File: config.mk
export PLATFORM = sky130hd
export DESIGN_NAME = rate_mon
export DESIGN_NICKNAME = d
export VERILOG_FILES = /design/src/rtl/rate_mon_pkg.sv /design/src/rtl/rate_mon_disc.sv /design/src/rtl/rate_mon_satcnt.sv /design/src/rtl/rate_mon.sv
export SDC_FILE = /design/constraint.sdc
export NUM_CORES = 1
export LEC_CHECK = 0
export BUFFER_PORTS_ARGS = -buffer_cell sky130_fd_sc_hd__buf_2
export CAP_MARGIN = 15
export CORE_MARGIN = 2
export CORE_UTILIZATION = 60
export DETAILED_ROUTE_END_ITERATION = 8
export HOLD_SLACK_MARGIN = 0.05
export PLACE_DENSITY = 0.84
export SETUP_SLACK_MARGIN = 0.1
export SKIP_CTS_REPAIR_TIMING = 1
export SYNTH_ARGS = -nofsm -noshare
export SYNTH_HDL_FRONTEND = slang
export SYNTH_SLANG_ARGS = --single-unit
File: constraint.sdc
create_clock -name clk -period 4.7 [get_ports clk]
set_clock_uncertainty 0.05 [all_clocks]
set_input_delay 0.235 -clock clk [delete_from_list [all_inputs] [get_ports clk]]
set_output_delay 0.235 -clock clk [all_outputs]
set_load 0.01 [all_outputs]
File: src/rtl/rate_mon_pkg.sv
package rate_mon_pkg;
    typedef enum logic {
        ST_IDLE = 1'b0,
        ST_RUN  = 1'b1
    } mon_state_t;
endpackage

File: src/rtl/rate_mon_disc.sv
module rate_mon_disc #(
    parameter int SAMPLE_W = 12
) (
    input  logic                clk,
    input  logic                rst_n,
    input  logic [SAMPLE_W-1:0] sample,
    input  logic [SAMPLE_W-1:0] threshold,
    output logic                hit
);
    logic above_now;
    logic above_q;

    assign above_now = sample > threshold;

    always_ff @(posedge clk or negedge rst_n) begin
        if (!rst_n) above_q <= 1'b0;
        else        above_q <= above_now;
    end

    assign hit = above_now && !above_q;

    // a crossing cannot repeat on consecutive cycles
    p_level_once_r2: assert property (@(posedge clk) disable iff (!rst_n)
        hit |=> !hit);
endmodule

File: src/rtl/rate_mon_satcnt.sv
module rate_mon_satcnt #(
    parameter int W = 16
) (
    input  logic         clk,
    input  logic         rst_n,
    input  logic         clr,
    input  logic         inc,
    output logic [W-1:0] cnt,
    output logic         ovf,
    output logic [W-1:0] cnt_nxt,
    output logic         ovf_nxt
);
    localparam logic [W-1:0] MAXV = {W{1'b1}};

    always_comb begin
        cnt_nxt = cnt;
        ovf_nxt = ovf;
        if (inc) begin
            if (cnt == MAXV) ovf_nxt = 1'b1;
            else             cnt_nxt = cnt + 1'b1;
        end
    end

    always_ff @(posedge clk or negedge rst_n) begin
        if (!rst_n) begin
            cnt <= '0;
            ovf <= 1'b0;
        end else if (clr) begin
            cnt <= '0;
            ovf <= 1'b0;
        end else begin
            cnt <= cnt_nxt;
            ovf <= ovf_nxt;
        end
    end

    // a saturated count never wraps
    p_sat_hold_r4: assert property (@(posedge clk) disable iff (!rst_n)
        (cnt == MAXV && !clr) |=> (cnt == MAXV));
endmodule

File: src/rtl/rate_mon.sv
module rate_mon
    import rate_mon_pkg::*;
#(
    parameter int SAMPLE_W = 12,
    parameter int TIME_W   = 16,
    parameter int HIT_W    = 16
) (
    input  logic                clk,
    input  logic                rst_n,
    input  logic [SAMPLE_W-1:0] sample,
    input  logic [SAMPLE_W-1:0] threshold,
    input  logic [TIME_W-1:0]   win_len,
    input  logic                cont_mode,
    input  logic                start,
    input  logic                clear,
    output logic                busy,
    output logic                res_valid,
    output logic [HIT_W-1:0]    res_hits,
    output logic [TIME_W-1:0]   res_time,
    output logic                res_ovf
);
    localparam logic [HIT_W-1:0]  HIT_MAX = {HIT_W{1'b1}};
    localparam logic [TIME_W-1:0] ONE_T   = TIME_W'(1);

    mon_state_t         st, st_nxt;
    logic [TIME_W-1:0]  win_q;
    logic [TIME_W-1:0]  time_q;
    logic               win_end;
    logic               hit;
    logic               cnt_clr;
    logic [HIT_W-1:0]   hits_q, hits_nxt;
    logic               ovf_q, ovf_nxt;

    rate_mon_disc #(.SAMPLE_W(SAMPLE_W)) u_disc (
        .clk(clk), .rst_n(rst_n), .sample(sample),
        .threshold(threshold), .hit(hit)
    );

    assign win_end = (st == ST_RUN) && (time_q == win_q - ONE_T);
    assign cnt_clr = clear || (st == ST_IDLE) || win_end;

    rate_mon_satcnt #(.W(HIT_W)) u_hits (
        .clk(clk), .rst_n(rst_n), .clr(cnt_clr),
        .inc(hit && st == ST_RUN),
        .cnt(hits_q), .ovf(ovf_q), .cnt_nxt(hits_nxt), .ovf_nxt(ovf_nxt)
    );

    // state register
    always_ff @(posedge clk or negedge rst_n) begin
        if (!rst_n) st <= ST_IDLE;
        else        st <= st_nxt;
    end

    // transitions
    always_comb begin
        st_nxt = st;
        unique case (st)
            ST_IDLE: if (!clear && start) st_nxt = ST_RUN;
            ST_RUN: begin
                if (clear)                      st_nxt = ST_IDLE;
                else if (win_end && !cont_mode) st_nxt = ST_IDLE;
            end
            default: st_nxt = ST_IDLE;
        endcase
    end

    // counters and result registers
    always_ff @(posedge clk or negedge rst_n) begin
        if (!rst_n) begin
            win_q     <= ONE_T;
            time_q    <= '0;
            res_valid <= 1'b0;
            res_hits  <= '0;
            res_time  <= '0;
            res_ovf   <= 1'b0;
        end else if (clear) begin
            time_q    <= '0;
            res_valid <= 1'b0;
        end else begin
            unique case (st)
                ST_IDLE: begin
                    time_q <= '0;
                    if (start) begin
                        win_q     <= (win_len == '0) ? ONE_T : win_len;
                        res_valid <= 1'b0;
                    end
                end
                ST_RUN: begin
                    if (win_end) begin
                        time_q    <= '0;
                        res_hits  <= hits_nxt;
                        res_ovf   <= ovf_nxt;
                        res_time  <= time_q + ONE_T;
                        res_valid <= 1'b1;
                    end else begin
                        time_q <= time_q + ONE_T;
                    end
                end
                default: time_q <= '0;
            endcase
        end
    end

    assign busy = (st == ST_RUN);

    // elapsed count stays inside the window
    p_time_bound_r3: assert property (@(posedge clk) disable iff (!rst_n)
        busy |-> (time_q < win_q));
    // a valid result covers at least one cycle
    p_valid_time_r3: assert property (@(posedge clk) disable iff (!rst_n)
        res_valid |-> (res_time != '0));
    // overflow only with a saturated count
    p_ovf_hits_r4: assert property (@(posedge clk) disable iff (!rst_n)
        (res_valid && res_ovf) |-> (res_hits == HIT_MAX));
    // a window ending without clear leaves a result
    p_oneshot_r5: assert property (@(posedge clk) disable iff (!rst_n)
        ($fell(busy) && !$past(clear)) |-> res_valid);
    // clear drops busy and valid
    p_clear_r6: assert property (@(posedge clk) disable iff (!rst_n)
        clear |=> (!res_valid && !busy));
    // valid persists across continuous windows
    p_contvalid_r7: assert property (@(posedge clk) disable iff (!rst_n)
        (busy && res_valid && !clear) |=> res_valid);
endmodule

After elaboration in Yosys (flattened, before gate mapping)
Index checks and enable logic that the tools add are counted.
{"block": "classes", "add_sub_neg": 3, "magnitude_cmp": 1, "n_eq_ne": 4, "n_mux": 18, "bitwise": 2, "n_reduce_logical": 14}
{"op": "2-to-1 mux 16 bit", "n": 6}
{"op": "adder 16 x 1 -> 16 bit, second input constant", "n": 2}
{"op": "case mux 16 bit (2 select lines)", "n": 1}
{"op": "equality test 16 bit", "n": 1}
{"op": "equality test 16 bit, second input constant", "n": 1}
{"op": "logical NOT 16 bit", "n": 1}
{"op": "subtractor 16 x 1 -> 16 bit, second input constant", "n": 1}
{"op": "greater-than comparator 12 bit", "n": 1}
{"op": "2-to-1 mux 1 bit", "n": 9}
{"op": "AND reduction 3 bit", "n": 2}
{"op": "logical AND 1 bit", "n": 5}
{"op": "case mux 1 bit (2 select lines)", "n": 2}
{"op": "logical NOT 1 bit", "n": 3}
{"op": "!= test 3 x 2 -> 1 bit, second input constant", "n": 1}
{"op": "!= test 3 bit, second input constant", "n": 1}
{"op": "logical OR 1 bit", "n": 2}
{"op": "inverter 1 bit", "n": 2}
{"op": "AND reduction 2 bit", "n": 1}
{"block": "word_totals", "reg_bits": 85, "in_bits": 45, "out_inout_bits": 35, "word_cells": 52}

Logic depth before layout (Yosys ltp)
Gate-level depths: netlist (run 1).
{"block": "depth", "word_depth": 7, "depth_mapped": 13, "ltp_nobuf": 9}

Cells and area by module
From an unflattened synthesis (run 1), not the netlist that was laid out.
{"block": "unflattened", "cells_unflattened": 460, "hier_area_um2": 4753.3}
{"module": "rate_mon", "n_inst": 1, "cells_each": 299, "area_each_um2": 3344.5, "seq_area_each_um2": 1677.9}
{"module": "rate_mon_satcnt", "n_inst": 1, "cells_each": 117, "area_each_um2": 1077.3, "seq_area_each_um2": 425.4}
{"module": "rate_mon_disc", "n_inst": 1, "cells_each": 44, "area_each_um2": 331.6, "seq_area_each_um2": 25.0}

Worst setup path before layout (run 1)
Ideal clock, no wire load.
{"block": "synth_path", "kind": "flip-flop to flip-flop", "start": "register win_q[1]", "end": "register res_hits[11]", "t_arrival_ns": 3.108, "setup_slack_ns": 1.462, "path_stages_with_launch": 14, "n_path_buf": 4, "period_less_slack_ns": 3.238, "path_cell_list": "dfrtp_1 > inv_1 > ha_1 > buf_2 > or4b_1 > clkbuf_1 > o21a_1 > or3_1 > a21bo_2 > a2111oi_4 > and4_1 > buf_4 > buf_8 > mux2i_1"}
{"block": "synth_between", "elab_chain_len": 4}
{"element": "start, declared", "line": "rate_mon.sv:26", "rtl": "logic [TIME_W-1:0] win_q;"}
{"element": "start signal, assigned", "line": "rate_mon.sv:84", "rtl": "win_q <= (win_len == '0) ? ONE_T : win_len;"}
{"element": "subtractor 16 x 1 -> 16 bit", "line": "rate_mon.sv:39", "rtl": "assign win_end = (st == ST_RUN) && (time_q == win_q - ONE_T);"}
{"element": "equality test 16 bit", "line": "rate_mon.sv:39"}
{"element": "logical AND 1 bit", "line": "rate_mon.sv:39"}
{"element": "AND reduction 3 bit (no source line)"}
{"element": "end signal, assigned", "line": "rate_mon.sv:91", "rtl": "res_hits <= hits_nxt;"}
{"element": "end, declared", "line": "rate_mon.sv:18", "rtl": "output logic [HIT_W-1:0] res_hits,"}
Every way passes these cells.
A chain may end at the register's enable or synchronous reset.

Worst setup path in the final report (run 1)
{"block": "layout_path", "start": "register win_q[1]", "end": "register res_time[3]"}
{"block": "layout_between", "elab_chain_len": 4}
{"element": "subtractor 16 x 1 -> 16 bit", "line": "rate_mon.sv:39"}
{"element": "equality test 16 bit", "line": "rate_mon.sv:39"}
{"element": "logical AND 1 bit", "line": "rate_mon.sv:39"}
{"element": "AND reduction 3 bit (no source line)"}
{"element": "end signal, assigned", "line": "rate_mon.sv:93", "rtl": "res_time <= time_q + ONE_T;"}
{"element": "end, declared", "line": "rate_mon.sv:19", "rtl": "output logic [TIME_W-1:0] res_time,"}
Every way passes these cells.

==> results.py, run 1 <==
metrics = {
    "worst_setup_path": {
        "timing.rr.end": "res_time[3]",
        "worstSetupPathType": "register to register",
        "cp_top_family": "simple AND/OR/NAND/NOR gates",
        "ff2ff_path_depth": 10,
        "start_kind": "register",
        "crit_chain": "inv_1 > ha_1 > or4b_1 > o21a_1 > or3_1 > a21bo_2 > a2111oi_4 > and4_1 > buf_4 > mux2i_1",
        "cp_data_arrival_time_ps": 4090,
        "rr_startpoint": "win_q[1]",
        "max_stage_delay_ps": 620,
        "critPathMaxFanout": 31,
        "r2r_slack_ps": 830,
        "timing.critical_path.required_ps": 4920,
        "cp.buffers_inverters": 2,
        "cpMaxStageDelayCell": "or4b_1",
        "cp-end-kind": "register",
    },
    "outcome": {
        "status": "completed",
    },
    "power_and_ir_drop": {
        "pwr-share-comb": 0.145,
        "power_frac_seq": 0.522,
        "internal_power_mw": 1.125,
        "pwr-share-clk": 0.333,
        "switchingPower_uw": 421.0,
        "peakVddDrop_v": 0.0001939,
        "power_leakage_nw": 2.443,
        "powerDensity_nw_per_um2": 286.1,
        "total_power_mw": 1.546,
        "p_sw_frac": 0.2723,
    },
    "route": {
        "drtPass1Iterations": 4,
        "via_count": 3810,
        "drt_iter0_markers": 180,
        "wl_per_cell_um": 15.44,
        "wirelength_um": 10100,
        "ant_nets": 0,
        "routed_via_density": 5.826,
        "drc_errors": 0,
    },
    "timing": {
        "max_freq_mhz": 258.6,
        "hold_viol": 0,
        "period_needed_ps": 3868,
        "slew_viol_final": 0,
        "slew_headroom": 0.3397,
        "setup_tns_ps": 0,
        "post-route-period-util": 0.8229,
        "finalSetupViolCount": 0,
        "worst_pin_slew_ps": 984.5,
        "rsz0062_at_grt": "no",
        "setup_ws_ps": 832.4,
        "holdWs_ps": 59.92,
    },
    "die": {
        "die-area_um2": 8572,
        "std_cell_rows": 32,
        "die_w_um": 92.59,
        "ios": 80,
        "fp.dieH_um": 92.59,
        "initial_utilization": 0.6157,
        "core_area_um2": 7647,
    },
    "cts": {
        "insertion_delay_ps": 350,
        "cts_tree": "built",
        "path_clk_slew_ps": 80,
        "h-tree-depth": 3,
        "cts_made_buffers": 9,
        "clk_path_buf_depth": 2,
        "cts_root_buf": "clkbuf_8",
        "cts_sinks": 85,
    },
    "min_path": {
        "min_path_cells": 3,
        "hold-path-endpoint": "win_q[2]",
        "hp-start": "win_len[2]",
        "hp-class": "primary input to register",
    },
    "layout": {
        "regArea_um2": 2128,
        "antenna_cells": 0,
        "multi_input_area_um2": 2295,
        "drive_gt1_frac": 0.2228,
        "area_growth_pct": 14.75,
        "finalNetCount": 607,
        "fillers": 574,
        "fin_util": 0.7065,
    },
    "place": {
        "routabilityCongestion": 0.8769,
        "dpl_worst_slack_ps": 858.7,
        "post-dp-hpwl_um": 7567,
        "port_buffers": 79,
    },
    "grt": {
        "grt.total_usage": 0.2502,
        "grt_max_degree": 86,
        "grt-ovfl-total": 0,
        "antenna_found_initial": 0,
        "first_global_vias": 3662,
        "grt_pass1_wl_um": 17130,
    },
    "logic_synthesis": {
        "synthTopCellsByArea": "dfrtp_1 45%, mux2i_1 5.7%, ha_1 4.0%",
        "yosysTopAreaCell": "dfrtp_1",
        "ys_seq_elements": 85,
        "synth-edff-count": 0,
        "synth_async_sr_flop_share": 1.000,
        "synth.most_common_cell": "dfrtp_1",
        "synth_commonest_cells": "84 x dfrtp_1, 44 x inv_1, 39 x nor2_1, 27 x mux2i_1",
        "synth_area_per_cell_um2": 10.04,
        "synth_nets": 529,
        "synth-warning-count": 0,
        "yosysUniqueCellTypes": 55,
        "ys_seq_area_frac": 0.4520,
        "yosysTopAreaCellShare": 0.4465,
        "syn_inst": 469,
        "ys.flop_type": "dfrtp_1",
        "syn_area_um2": 4708,
    },
    "flow_run": {
        "cap_violations": 0,
    },
}
## metrics by stage
step | std cells | cell area (um^2)
final | 654 | 5403
after floorplan | 469 | 4708
after global placement | 635 | 5156
after CTS | 651 | 5355
after global routing | 654 | 5403
after detailed placement | 635 | 5156
## power groups by stage
stage               Combinational, mW  Clock [mW]  Sequential, mW
floorplan                       0.156           0           0.806
global placement                0.210           0           0.820
detailed placement              0.219           0           0.821
CTS                             0.221       0.528           0.807
global route                    0.252       0.561           0.812
finish                          0.225       0.514           0.807
## worst max-delay path by stage
stage | to | from | depth (start not counted) | slack, ps
after floorplan | res_hits[11] | win_q[1] | 13 | 1460
after global placement | res_hits[4] | win_q[1] | 10 | 1020
after detailed placement | res_hits[14] | win_q[1] | 10 | 860
after CTS | res_time[3] | win_q[1] | 10 | 860
after global routing | res_time[8] | win_q[1] | 10 | 610
final | res_time[3] | win_q[1] | 10 | 830
## flip-flops by register name, summed over array words and instances (netlist names), 16 cells and up
register,flops
res_hits,16
win_q,16
res_time,16
time_q,16
u_hits.cnt,16
## worst min-delay path: stages
cell	delay, ps
buf_2	90
nand2_1	40
o21ai_0	60
## cell usage in the layout (no fill, tap or decap), drive strengths merged, types with 4 or more instances in the layout
cell type / count
nand2: 17
mux2i: 27
nor4b: 5
o21ai: 15
dfrtp: 84
or2: 4
clkbuf: 10
or3: 8
or4: 5
a21o: 4
and3: 10
buf: 84
nand3: 20
a2111oi: 4
nor4: 5
nor3: 8
inv: 45
xor2: 16
nor2: 39
a31oi: 11
nand4: 9
mux2: 14
a21oi: 21
xnor2: 21
ha: 15
a41oi: 10
## final cells by class
type,count,area share
Sequential cell,85,0.3939
Clock buffer,10,0.02547
Inverter,44,0.03057
Clock inverter,6,0.01135
Timing Repair Buffer,86,0.09032
Tap cell,102,0.02362
Multi-Input combinational cell,321,0.4247
## kinds of logic (layout without fill, tap and decap cells)
logic type | Yosys count | count (layout) | synth area share
AND/OR/NAND/NOR | 148 | 148 | 0.1711
flip-flops | 85 | 85 | 0.4520
AO/OA/AOI/OAI | 80 | 80 | 0.1167
buffers and inverters | 63 | 146 | 0.06059
multiplexers | 41 | 41 | 0.09088
XOR/XNOR | 37 | 37 | 0.06883
adder cells (fa/ha/maj) | 15 | 15 | 0.03986
## layer usage
layer	part of all wire	wire length, um	GRT usage	vias to the layer above
li1	-	-	-	1827
met5	0	0	0	-
met2	0.53	5303	0.4367	109
met1	0.41	4127	0.3109	1858
met4	0.014	139	0.06716	0
met3	0.052	524	0.06103	16
(Power assumes the default switching activity.)
==> run 2: changes to the inputs <==
--- a/config.mk
+++ b/config.mk
@@ -5,13 +5,14 @@
 export SDC_FILE = /design/constraint.sdc
 export NUM_CORES = 1
 export LEC_CHECK = 0
+export ABC_AREA = 1
 export BUFFER_PORTS_ARGS = -buffer_cell sky130_fd_sc_hd__buf_2
 export CAP_MARGIN = 15
 export CORE_MARGIN = 2
-export CORE_UTILIZATION = 60
+export CORE_UTILIZATION = 52
 export DETAILED_ROUTE_END_ITERATION = 8
 export HOLD_SLACK_MARGIN = 0.05
-export PLACE_DENSITY = 0.84
+export PLACE_DENSITY = 0.77
 export SETUP_SLACK_MARGIN = 0.1
 export SKIP_CTS_REPAIR_TIMING = 1
 export SYNTH_ARGS = -nofsm -noshare
==> constraint.sdc (replaced) <==
create_clock -name clk -period 3.3 [get_ports clk]
set_clock_uncertainty 0.05 [all_clocks]
set_input_delay 0.165 -clock clk [delete_from_list [all_inputs] [get_ports clk]]
set_output_delay 0.165 -clock clk [all_outputs]
set_load 0.01 [all_outputs]
==> results.py, run 2 <==
metrics = {
    "die": {
        "initial_utilization": 0.5292,
        "die-area_um2": 11200,
        "ios": 80,
        "fp.dieH_um": 105.8,
        "core_area_um2": 10180,
        "std_cell_rows": 37,
        "die_w_um": 105.8,
    },
    "logic_synthesis": {
        "ys_seq_elements": 85,
        "syn_inst": 744,
        "syn_area_um2": 5390,
        "ys.flop_type": "dfrtp_1",
        "synth-warning-count": 0,
        "yosysUniqueCellTypes": 35,
        "synth_area_per_cell_um2": 7.245,
        "synth_commonest_cells": "203 x nand2_1, 117 x inv_1, 86 x nor2_1, 84 x dfrtp_1, 57 x nand3_1",
        "synthTopCellsByArea": "dfrtp_1 39%, nand2_1 14%, inv_1 8.1%",
        "ys_seq_area_frac": 0.3948,
        "synth_nets": 804,
        "synth-edff-count": 0,
        "synth_async_sr_flop_share": 1.000,
        "yosysTopAreaCellShare": 0.3900,
        "yosysTopAreaCell": "dfrtp_1",
        "synth.most_common_cell": "nand2_1",
    },
    "worst_setup_path": {
        "critPathMaxFanout": 26,
        "cp_data_arrival_time_ps": 2910,
        "worstSetupPathType": "register to register",
        "start_kind": "register",
        "timing.critical_path.required_ps": 3510,
        "cp-end-kind": "register",
    },
    "grt": {
        "grt_pass1_wl_um": 21770,
        "grt-ovfl-total": 0,
        "grt.total_usage": 0.2372,
        "grt_max_degree": 86,
        "first_global_vias": 4776,
        "antenna_found_initial": 0,
    },
    "layout": {
        "layout_commonest_cell": "nand2_1",
        "drive_gt1_frac": 0.1583,
        "fillers": 940,
        "layout.cells.non_filler": 976,
        "fin_util": 0.6145,
        "final_cell_mix": "203 x nand2_1, 117 x inv_1, 86 x nor2_1",
        "area_growth_pct": 16.11,
        "finalNetCount": 895,
        "antenna_cells": 0,
    },
    "outcome": {
        "status": "completed",
    },
    "power_and_ir_drop": {
        "power_leakage_nw": 3.264,
        "powerDensity_nw_per_um2": 416.8,
        "peakVddDrop_v": 0.0003526,
    },
    "place": {
        "place_inst": 944,
        "post-dp-hpwl_um": 9104,
        "dpl_worst_slack_ps": 598.3,
        "port_buffers": 79,
        "routabilityCongestion": 0.8828,
    },
    "timing": {
        "hold_viol": 0,
        "setup_tns_ps": 0,
        "finalSetupViolCount": 0,
        "post-route-period-util": 0.8190,
        "worst_pin_slew_ps": 692.1,
        "max_freq_mhz": 370.0,
        "period_needed_ps": 2703,
        "rsz0062_at_grt": "no",
        "slew_viol_final": 0,
        "slew_headroom": 0.5375,
        "setup_ws_ps": 597.3,
    },
    "route": {
        "drtPass1Iterations": 4,
        "wirelength_um": 12360,
        "via_count": 4908,
        "drc_errors": 0,
        "drt_iter0_markers": 250,
        "wl_per_cell_um": 12.66,
        "ant_nets": 0,
        "routed_via_density": 5.029,
    },
    "cts": {
        "path_clk_slew_ps": 90,
        "cts_tree": "built",
        "cts_made_buffers": 9,
        "cts_sinks": 85,
        "cts_root_buf": "clkbuf_8",
        "clk_path_buf_depth": 2,
        "h-tree-depth": 3,
        "insertion_delay_ps": 370,
    },
    "flow_run": {
        "cap_violations": 0,
    },
    "min_path": {
        "hp-class": "primary input to register",
    },
}
[run 2: cell types whose count changed after synthesis, sizes merged, moves of 11 or more]
cell	previous run	this run
nand3	20	62
nor2	39	96
xnor2	21	10
inv	44	118
nand4	9	35
nand2	17	207
mux2i	27	0
a31oi	11	0
[run 2: cell families after synthesis]
logic type                 after synthesis  synth area share
buffers and inverters                  138            0.1047
adders and majority gates               15           0.03482
and+or+nand+nor                        433            0.3651
DFF                                     85            0.3948
xor gates and xnor gates                34           0.05525
AOI/OAI and AO/OA                       33           0.03273
muxes                                    6           0.01253
[run 2: through the flow]
step	hold WS, ps	cell area [um^2]	power (mW)
2_1_floorplan	-180.6	5390	1.657
3_3_place_gp	352.7	5874	1.795
3_5_place_dp	356.0	5874	1.822
4_1_cts	-31.18	6081	2.608
5_1_grt	54.41	6259	2.770
6_report	12.01	6259	2.608
[run 2: power breakdown]
part,internal (mW),leakage [nW],switching [mW]
Combinational,0.238,2.12,0.387
Sequential,1.11,1.04,0.0903
Clock,0.376,0.103,0.410
[run 2: worst max-delay path: stages (launching register included)]
cell and delay [ps]:
dfstp_2 540, inv_1 80, ha_1 290, xor2_1 190, nand2_1 70, nand2_1 60
nor2_1 140, nand2_1 70, inv_1 50, nand3_1 110, nor2_4 350, nand3_4 320
nor2_1 210, nor2_1 70
[run 2: layer usage]
metal,global-route usage,routed length (um),part of all wire,vias to the layer above
met5,0,0,0,-
met4,0.07237,170,0.014,0
met3,0.03463,540,0.044,13
met2,0.3691,5415,0.44,126
met1,0.3439,6229,0.50,2244
li1,-,-,-,2525
[run 2: cell type report]
| cell class | count | area, um^2 | area share |
|---|---|---|---|
| repair buffers | 100 | 613.1 | 0.09796 |
| multi-input cells | 521 | 2698 | 0.4310 |
| well taps | 136 | 170.2 | 0.02719 |
| flip-flops and latches | 85 | 2128 | 0.3401 |
| inverters | 118 | 442.9 | 0.07077 |
| clock inverters | 6 | 68.82 | 0.01100 |
| clock buffers | 10 | 137.6 | 0.02199 |
[run 2: final timing paths]
| check | slack (ps) | startpoint | end | cells after the start |
|---|---|---|---|---|
| max in group asynchronous | 2470 | rst_n | win_q[0] | 3 |
| setup reg to reg | 600 | win_q[0] | res_hits[10] | 13 |
| hold reg to reg | 430 | res_valid | res_valid | 2 |
| min in group asynchronous | 120 | rst_n | res_hits[7] | 2 |
| hold / removal | 10 | win_len[7] | win_q[7] | 3 |
| setup / recovery | 600 | win_q[0] | res_hits[10] | 13 |
==> run 3: changes to the inputs <==
--- a/config.mk
+++ b/config.mk
@@ -9,10 +9,10 @@
 export BUFFER_PORTS_ARGS = -buffer_cell sky130_fd_sc_hd__buf_2
 export CAP_MARGIN = 15
 export CORE_MARGIN = 2
-export CORE_UTILIZATION = 52
+export CORE_UTILIZATION = 58
 export DETAILED_ROUTE_END_ITERATION = 8
 export HOLD_SLACK_MARGIN = 0.05
-export PLACE_DENSITY = 0.77
+export PLACE_DENSITY = 0.81
 export SETUP_SLACK_MARGIN = 0.1
 export SKIP_CTS_REPAIR_TIMING = 1
 export SYNTH_ARGS = -nofsm -noshare
==> constraint.sdc (replaced) <==
create_clock -name clk -period 2.6 [get_ports clk]
set_clock_uncertainty 0.05 [all_clocks]
set_input_delay 0.13 -clock clk [delete_from_list [all_inputs] [get_ports clk]]
set_output_delay 0.13 -clock clk [all_outputs]
set_load 0.01 [all_outputs]
==> results.py, run 3 (same netlist as run 2, synthesis figures left out) <==
metrics = {
    "outcome": {
        "status": "completed",
    },
    "cts": {
        "cts_tree": "built",
        "insertion_delay_ps": 370,
        "cts_made_buffers": 9,
        "h-tree-depth": 3,
        "cts_sinks": 85,
        "clk_path_buf_depth": 2,
        "path_clk_slew_ps": 100,
        "cts_root_buf": "clkbuf_8",
    },
    "route": {
        "drc_errors": 0,
        "wirelength_um": 12850,
        "wl_per_cell_um": 13.24,
        "ant_nets": 0,
        "drtPass1Iterations": 5,
        "via_count": 5090,
        "routed_via_density": 5.247,
        "drt_iter0_markers": 332,
    },
    "layout": {
        "finalNetCount": 914,
        "antenna_cells": 0,
        "drive_gt1_frac": 0.1758,
        "layout_commonest_cell": "nand2_1",
        "area_growth_pct": 20.45,
        "final_cell_mix": "203 x nand2_1, 117 x inv_1, 85 x nor2_1",
        "final_area_um2": 6492,
        "fin_util": 0.7128,
    },
    "power_and_ir_drop": {
        "power_leakage_nw": 3.373,
        "powerDensity_nw_per_um2": 530.7,
        "peakVddDrop_v": 0.0003335,
    },
    "die": {
        "std_cell_rows": 35,
        "fp.dieH_um": 100.4,
        "ios": 80,
        "die-area_um2": 10080,
        "die_w_um": 100.4,
        "initial_utilization": 0.5918,
        "core_area_um2": 9109,
    },
    "timing": {
        "setup_tns_ps": 0,
        "period_needed_ps": 2413,
        "finalSetupViolCount": 0,
        "slew_viol_final": 0,
        "post-route-period-util": 0.9282,
        "hold_viol": 0,
        "worst_pin_slew_ps": 523.2,
        "rsz0062_at_grt": "yes",
        "holdWs_ps": 29.63,
        "max_freq_mhz": 414.4,
        "slew_headroom": 0.6512,
    },
    "grt": {
        "grt_max_degree": 86,
        "first_global_vias": 4584,
        "antenna_found_initial": 0,
        "grt_pass1_wl_um": 20530,
        "grt-ovfl-total": 0,
        "grt.total_usage": 0.2527,
    },
    "worst_setup_path": {
        "start_kind": "register",
        "critPathMaxFanout": 8,
        "timing.critical_path.required_ps": 2810,
        "cp_data_arrival_time_ps": 2620,
        "r2r_slack_ps": 190,
        "cp-end-kind": "register",
        "worstSetupPathType": "register to register",
    },
    "min_path": {
        "hp-class": "primary input to register",
    },
    "place": {
        "place_area_um2": 5926,
        "routabilityCongestion": 0.9454,
        "port_buffers": 79,
        "post-dp-hpwl_um": 8988,
    },
    "flow_run": {
        "cap_violations": 0,
    },
}
## run 3: changes by cell type in the layout (fill, tap and decap cells not counted), moves of 2 or more
cell / delta
buf_12: +4
buf_4: +8
dlygate4sd3_1: +4
nand3_1: -2
nand3_4: +2
## run 3: area by class of cell
type,count,area [um^2]
multi-input combinational,522,2751
fill,749,2616
sequential,85,2128
timing repair buffer,118,817.0
inverter,118,442.9
tap,111,138.9
clock buffer,10,127.6
clock inverter,6,86.33
## run 3: stage by stage
stage                     cells  worst slack [ps]  power, mW
after floorplan             744             286.1      2.104
after global placement      925             198.3      2.311
after detailed placement    925             102.7      2.348
after CTS                   941             89.08      3.383
after global routing        970             45.75      3.641
final                       970             186.6      3.445
## run 3: layer usage
metal  vias up  GRT usage  part of all wire
met4         0    0.07903             0.013
met2       157     0.3965              0.46
met3        17    0.03621             0.044
li1       2575          -                 -
met5         -          0                 0
met1      2341     0.3645              0.49
## run 3: final timing paths
check                             start      endpoint  cells past startpoint
max                            win_q[0]   res_time[5]                     14
min                               start     win_q[10]                      3
max reg2reg                    win_q[0]   res_time[5]                     14
min reg2reg                res_hits[15]  res_hits[15]                      2
max in group asynchronous         rst_n   res_hits[1]                      3
min in group asynchronous         rst_n  res_hits[13]                      2
## run 3: worst max-delay path, cell delays in order, from the launching register on
cell,delay [ps]
dfstp_2,540
inv_1,80
ha_2,330
xor2_1,130
nand3_1,160
nor2_2,130
nand2_1,60
inv_1,50
nand3_1,110
nor2_4,190
buf_4,150
clkbuf_16,140
nand4_1,80
nand2_1,90
inv_1,40
## run 3: where the power goes
group	internal (mW)	switching [mW]
Sequential	1.41	0.103
Combinational	0.351	0.541
Clock	0.542	0.503
Total	2.30	1.15
